$ cat src/rtl/gpio_port_pkg.sv
package gpio_port_pkg;

    localparam int PORT_W = 8;

    typedef enum logic [1:0] {
        OP_HOLD  = 2'd0,
        OP_BYTE  = 2'd1,
        OP_CLEAR = 2'd2,
        OP_SET   = 2'd3
    } latch_op_e;

    // byte write beats clear, clear beats set
    function automatic latch_op_e decode_op(input logic wr, input logic clr, input logic set);
        if (wr)       return OP_BYTE;
        else if (clr) return OP_CLEAR;
        else if (set) return OP_SET;
        else          return OP_HOLD;
    endfunction

endpackage

$ cat src/rtl/gpio_sync.sv
module gpio_sync #(
    parameter int WIDTH  = 8,
    parameter int STAGES = 2
) (
    input  logic             clk,
    input  logic             rst_n,
    input  logic [WIDTH-1:0] async_in,
    output logic [WIDTH-1:0] sync_out
);

    typedef struct packed {
        logic [STAGES-1:0][WIDTH-1:0] stage;
    } sync_state_t;

    sync_state_t st_d, st_q;

    always_comb begin
        st_d = st_q;
        st_d.stage[0] = async_in;
        for (int s = 1; s < STAGES; s++) begin
            st_d.stage[s] = st_q.stage[s-1];
        end
    end

    always_ff @(posedge clk or negedge rst_n) begin
        if (!rst_n) st_q <= '0;
        else        st_q <= st_d;
    end

    assign sync_out = st_q.stage[STAGES-1];


    stage_shift_chk: assert property (@(posedge clk) disable iff (!rst_n)
        1'b1 |=> st_q.stage[0] == $past(async_in));

endmodule

$ cat src/rtl/gpio_latch.sv
module gpio_latch
    import gpio_port_pkg::*;
#(
    parameter int              WIDTH     = 8,
    parameter logic [WIDTH-1:0] RESET_VAL = '1,
    localparam int             IDX_W     = $clog2(WIDTH)
) (
    input  logic             clk,
    input  logic             rst_n,
    input  logic             wr_en,
    input  logic [WIDTH-1:0] wr_data,
    input  logic             bit_set,
    input  logic             bit_clr,
    input  logic [IDX_W-1:0] bit_idx,
    output logic [WIDTH-1:0] latch_q
);

    typedef struct packed {
        logic [WIDTH-1:0] val;
    } latch_state_t;

    latch_state_t st_d, st_q;
    latch_op_e    op;
    logic [WIDTH-1:0] sel_mask;

    always_comb begin
        op       = decode_op(wr_en, bit_clr, bit_set);
        sel_mask = WIDTH'(1) << bit_idx;
        st_d     = st_q;
        unique case (op)
            OP_BYTE:  st_d.val = wr_data;
            OP_CLEAR: st_d.val = st_q.val & ~sel_mask;
            OP_SET:   st_d.val = st_q.val |  sel_mask;
            default:  st_d.val = st_q.val;
        endcase
    end

    always_ff @(posedge clk or negedge rst_n) begin
        if (!rst_n) st_q <= '{val: RESET_VAL};
        else        st_q <= st_d;
    end

    assign latch_q = st_q.val;


    byte_store_chk: assert property (@(posedge clk) disable iff (!rst_n)
        wr_en |=> latch_q == $past(wr_data));


    hold_chk: assert property (@(posedge clk) disable iff (!rst_n)
        (!wr_en && !bit_set && !bit_clr) |=> $stable(latch_q));


    set_bit_chk: assert property (@(posedge clk) disable iff (!rst_n)
        (bit_set && !bit_clr && !wr_en) |=> latch_q[$past(bit_idx)] == 1'b1);


    clr_wins_chk: assert property (@(posedge clk) disable iff (!rst_n)
        (bit_clr && !wr_en) |=> latch_q[$past(bit_idx)] == 1'b0);


    one_bit_chk: assert property (@(posedge clk) disable iff (!rst_n)
        ((bit_set || bit_clr) && !wr_en) |=> $countones(latch_q ^ $past(latch_q)) <= 1);

endmodule

$ cat src/rtl/gpio_drive.sv
module gpio_drive #(
    parameter int WIDTH = 8
) (
    input  logic [WIDTH-1:0] latch_q,
    input  logic [WIDTH-1:0] mode_pp,
    output logic [WIDTH-1:0] pad_out,
    output logic [WIDTH-1:0] pad_oe
);

    for (genvar b = 0; b < WIDTH; b++) begin : g_bit
        always_comb begin
            pad_out[b] = latch_q[b];
            // low always driven; high driven only in push-pull
            pad_oe[b]  = !latch_q[b] || mode_pp[b];
        end
    end

endmodule

$ cat src/rtl/gpio_rdmux.sv
module gpio_rdmux #(
    parameter int WIDTH = 8
) (
    input  logic             clk,
    input  logic             rst_n,
    input  logic             rd_en,
    input  logic             rmw_rd_en,
    input  logic [WIDTH-1:0] pin_sync,
    input  logic [WIDTH-1:0] analog_in,
    input  logic [WIDTH-1:0] latch_q,
    output logic [WIDTH-1:0] rd_data
);

    logic [WIDTH-1:0] pin_view;

    always_comb begin
        pin_view = pin_sync & ~analog_in;
        if (rmw_rd_en)  rd_data = latch_q;
        else if (rd_en) rd_data = pin_view;
        else            rd_data = '0;
    end


    analog_zero_chk: assert property (@(posedge clk) disable iff (!rst_n)
        (rd_en && !rmw_rd_en) |-> (rd_data & analog_in) == '0);


    idle_zero_chk: assert property (@(posedge clk) disable iff (!rst_n)
        (!rd_en && !rmw_rd_en) |-> rd_data == '0);

endmodule

$ cat src/rtl/gpio_port.sv
module gpio_port
    import gpio_port_pkg::*;
#(
    parameter int               WIDTH       = PORT_W,
    parameter int               SYNC_STAGES = 2,
    parameter logic [WIDTH-1:0] RESET_VAL   = '1,
    localparam int              IDX_W       = $clog2(WIDTH)
) (
    input  logic             clk,
    input  logic             rst_n,
    input  logic             wr_en,
    input  logic [WIDTH-1:0] wr_data,
    input  logic             bit_set,
    input  logic             bit_clr,
    input  logic [IDX_W-1:0] bit_idx,
    input  logic             rd_en,
    input  logic             rmw_rd_en,
    output logic [WIDTH-1:0] rd_data,
    input  logic [WIDTH-1:0] mode_pp,
    input  logic [WIDTH-1:0] analog_in,
    input  logic [WIDTH-1:0] pin_in,
    output logic [WIDTH-1:0] pad_out,
    output logic [WIDTH-1:0] pad_oe
);

    logic [WIDTH-1:0] latch_q;
    logic [WIDTH-1:0] pin_sync;

    gpio_latch #(.WIDTH(WIDTH), .RESET_VAL(RESET_VAL)) u_latch (
        .clk(clk), .rst_n(rst_n),
        .wr_en(wr_en), .wr_data(wr_data),
        .bit_set(bit_set), .bit_clr(bit_clr), .bit_idx(bit_idx),
        .latch_q(latch_q)
    );

    gpio_sync #(.WIDTH(WIDTH), .STAGES(SYNC_STAGES)) u_sync (
        .clk(clk), .rst_n(rst_n), .async_in(pin_in), .sync_out(pin_sync)
    );

    gpio_drive #(.WIDTH(WIDTH)) u_drive (
        .latch_q(latch_q), .mode_pp(mode_pp), .pad_out(pad_out), .pad_oe(pad_oe)
    );

    gpio_rdmux #(.WIDTH(WIDTH)) u_rdmux (
        .clk(clk), .rst_n(rst_n),
        .rd_en(rd_en), .rmw_rd_en(rmw_rd_en),
        .pin_sync(pin_sync), .analog_in(analog_in), .latch_q(latch_q),
        .rd_data(rd_data)
    );


    rmw_latch_chk: assert property (@(posedge clk) disable iff (!rst_n)
        rmw_rd_en |-> rd_data == pad_out);


    low_driven_chk: assert property (@(posedge clk) disable iff (!rst_n)
        ((~latch_q & ~pad_oe) == '0) && ((~latch_q & pad_out) == '0));


    od_release_chk: assert property (@(posedge clk) disable iff (!rst_n)
        (latch_q & ~mode_pp & pad_oe) == '0);


    pp_high_chk: assert property (@(posedge clk) disable iff (!rst_n)
        (latch_q & mode_pp & ~(pad_oe & pad_out)) == '0);

endmodule

$ cat config.mk
export PLATFORM = sky130hd
export DESIGN_NAME = gpio_port
export DESIGN_NICKNAME = d
export VERILOG_FILES = /design/src/rtl/gpio_port_pkg.sv /design/src/rtl/gpio_sync.sv /design/src/rtl/gpio_latch.sv /design/src/rtl/gpio_drive.sv /design/src/rtl/gpio_rdmux.sv /design/src/rtl/gpio_port.sv
export SDC_FILE = /design/constraint.sdc
export NUM_CORES = 1
export LEC_CHECK = 0
export BUFFER_PORTS_ARGS = -buffer_cell sky130_fd_sc_hd__buf_4
export CAP_MARGIN = 20
export CORE_ASPECT_RATIO = 0.5
export CORE_MARGIN = 3
export CORE_UTILIZATION = 25
export DETAILED_ROUTE_END_ITERATION = 12
export PLACE_DENSITY = 0.5
export SYNTH_ARGS = -nofsm -noshare
export SYNTH_HDL_FRONTEND = slang
export SYNTH_SLANG_ARGS = --single-unit
$ cat constraint.sdc
create_clock -name clk -period 0.8 [get_ports clk]
set_input_delay 0 -clock clk [delete_from_list [all_inputs] [get_ports clk]]
set_output_delay 0 -clock clk [all_outputs]
set_load 0.02 [all_outputs]
==> flow_summary.yaml <==
status:
  result_of_the_run: "finished, violations left"
  failed_checks: "negative setup slack"
placement:
  detailedPlacementHpwl_um: 2230
  place.port_buffers: 65
  pre_cts_ws_ns: -0.110
  globalplace.congestion: 0.699
worst_setup_path:
  required_worst_endpoint_ns: 0.80
  worst_setup_path_end_kind: "output pin"
  slowest_delay_ns: 0.58
  worstPathMaxFanout: 3
  critical_path.top_delay_family: "flip-flops"
  critical-path-slowest-cell: "dfstp_2"
  cp_cell_sequence: "buf_6 > nand2b_4 > buf_6"
  arrival_ns: 1.14
  critical-path-top-cell-by-count: "buf_6"
  critPathBufInv: 2
  worst_setup_path_start_kind: "flip-flop"
  timing_worst_setup_path_type: "flip-flop to output pin"
clock_network:
  tritoncts: "yes"
  clkLatencyLatePin_ns: 0.27
  ctsHtreeMaxLevel: 1
  cts_buffers: 3
  clock_tree.root_cell: "clkbuf_8"
  worst_setup_hold_path_clk_slew_ns: 0.09
  cts.sink_count: 24
  clock_path_buffers: 2
synth:
  synth_edf_count: 0
  syn-num-nets: 145
  synth_top_cell_by_area: "dfrtp_1"
  ys_types: 18
  yosys-top-cells-area: "dfrtp_1, dfstp_2, nand2b_1"
  yosys_warnings: 0
  post_synthesis_sequential_element_count: 24
  synth_top_cells_by_count: "nand2b_1, nand2_1, dfrtp_1"
  synth_cells: 103
  synth.avg_cell_area_um2: 10.7
  dominantRegCellSynth: "dfrtp_1"
  netlist.area_leader.share_pct: 36.3
  asyncSetResetFlopFracSynth_pct: 100
  synthesis.area_um2: 1100
  yosys.cell_count.top_type: "nand2b_1"
  seq_area_frac_synth_pct: 55.4
timing:
  setup_viol: 32
  timing_worst_slew_pin_value_ns: 0.308
  fmaxAchievable_ghz: 0.875
  finalWorstSetupSlack_ns: -0.343
  slew-limit-headroom_pct: 79.5
  maxSlewViolCount: 0
  skew_ns: 0.000181
  holdWs_ns: 0.0272
  final-hold-violation-count: 0
  rsz0062_at_grt: "true"
  finalWorstPathRequiredPeriod_ns: 1.14
  min_period_over_period_pct: 143
floorplanning:
  fp.coreArea_um2: 4060
  die_area_um2: 5290
  row_count: 16
  start_util_pct: 27.1
  die_h_um: 53.0
  design.portCount: 66
  fp.dieW_um: 99.9
global_routing:
  via_count_of_the_first_global_routing_pass: 1106
  grt_max_degree: 25
  grt_pass1_wl_um: 5080
  globalRoute.totalOverflow: 0
  antenna_violations_before_repair: 0
  grt_use_total_pct: 12.7
power_and_ir_drop:
  static-leakage-power_uw: 0.000999
  ir_worst_vdd_mv: 0.770
  p_total_uw: 3510
  power.share.sequential_pct: 39.4
  switchingPower_uw: 910
  internal_power_uw: 2600
  power.combinational.fraction_pct: 30.2
  clkPwrFrac_pct: 30.5
  switching_share_pct: 25.9
  power-per-cell-area_nw_per_um2: 1610
detailed_routing:
  drt-total-wl_um: 3250
  vias_per_cell: 4.27
  drt-initial-drc-count: 29
  routed-via-count: 1089
  avgRoutedWirePerCell_um: 12.8
  firstDrtPassIters: 4
  detail_route.drc_violations: 0
  ant_nets: 0
cells_and_area:
  layout.nets: 244
  post_route_cells_drive_above_1_share_pct: 61.7
  syn2layout_area_growth_pct: 97.7
  fillerInstances: 371
  diodes: 0
job:
  cap_violations: 0
min_path:
  hold_path_class: "primary input to flip-flop"
layout make-up:
cell class	instances	area, um2	area share (%)
timing repair buffer	99	902	41.4
sequential	24	611	28.0
multi-input combinational	74	528	24.2
tap	54	67.6	3.10
clock buffer	3	41.3	1.89
clock inverter	1	30.0	1.38
cells in the final DEF (no fill, tap or decap), drive strengths merged:
| master | instances |
|---|---|
| nand2 | 18 |
| dlygate4sd3 | 17 |
| nor2b | 3 |
| a21oi | 3 |
| nor3 | 2 |
| a41o | 1 |
| buf | 82 |
| dfrtp | 16 |
| bufinv | 1 |
| nor2 | 6 |
| nand2b | 20 |
| o21ai | 10 |
| o31ai | 7 |
| clkbuf | 3 |
| a31oi | 4 |
| dfstp | 8 |
sequential cells by signal (all words and copies together), names as in the netlist:
signal           cells
u_sync.sync_out      8
u_latch.latch_q      8
u_sync.st_d          8
repair_timing:
item | CTS | global route
buffers inserted | 8 | 5
pin swaps | 1 | 1
cloned | 0 | 0
endpoints found under the setup margin | 32 | 32
gates resized for setup | 29 | 10
hold endpoints to repair | 40 | 0
hold buffers | 17 | 0
worst paths after layout:
check	from	endpoint	slack, ns	cells after the start
worst min-delay path	wr_en	u_latch.latch_q[3]	0.03	2
worst max-delay path	u_latch.latch_q[7]	pad_oe[7]	-0.34	3
worst max register to register	u_latch.latch_q[2]	u_latch.latch_q[2]	-0.23	4
worst min register to register	u_sync.st_d[9]	u_sync.sync_out[1]	0.35	0
min in group asynchronous	rst_n	u_sync.st_d[12]	0.15	2
max in group asynchronous	rst_n	u_latch.latch_q[1]	0.34	2
power groups by stage:
stage	clock (uW)	combinational (uW)	sequential (uW)
finish	1070	1060	1380
global route	1150	1140	1390
CTS	1100	990	1380
detailed placement	0	768	1410
global placement	0	769	1400
floorplan	0	331	1440
kinds of logic (layout without fill, tap and decap cells):
family | Yosys count | count (layout) | share of synthesized area (%)
flops | 24 | 24 | 55.4
simple gates | 49 | 49 | 24.6
buf+inv | 5 | 103 | 3.40
compound gates | 25 | 25 | 16.6
metrics by stage:
stage               area (um2)  cells  TNS [ns]  utilization [%]
floorplan                 1140    103    -0.748                -
global placement          1690    221    -0.541             41.6
detailed placement        1690    221    -0.708             41.6
CTS                       2100    250     -7.69             51.7
global route              2180    255     -9.47             53.6
finish                    2180    255     -7.98             53.6
routing by layer:
metal	up-vias	part of all wire [%]	track usage (%)
met5	-	0	0
met4	0	0.83	2.72
met3	2	4.1	3.16
met2	21	54	23.3
met1	522	41	15.3
li1	544	-	-
(Power assumes the default switching activity.)
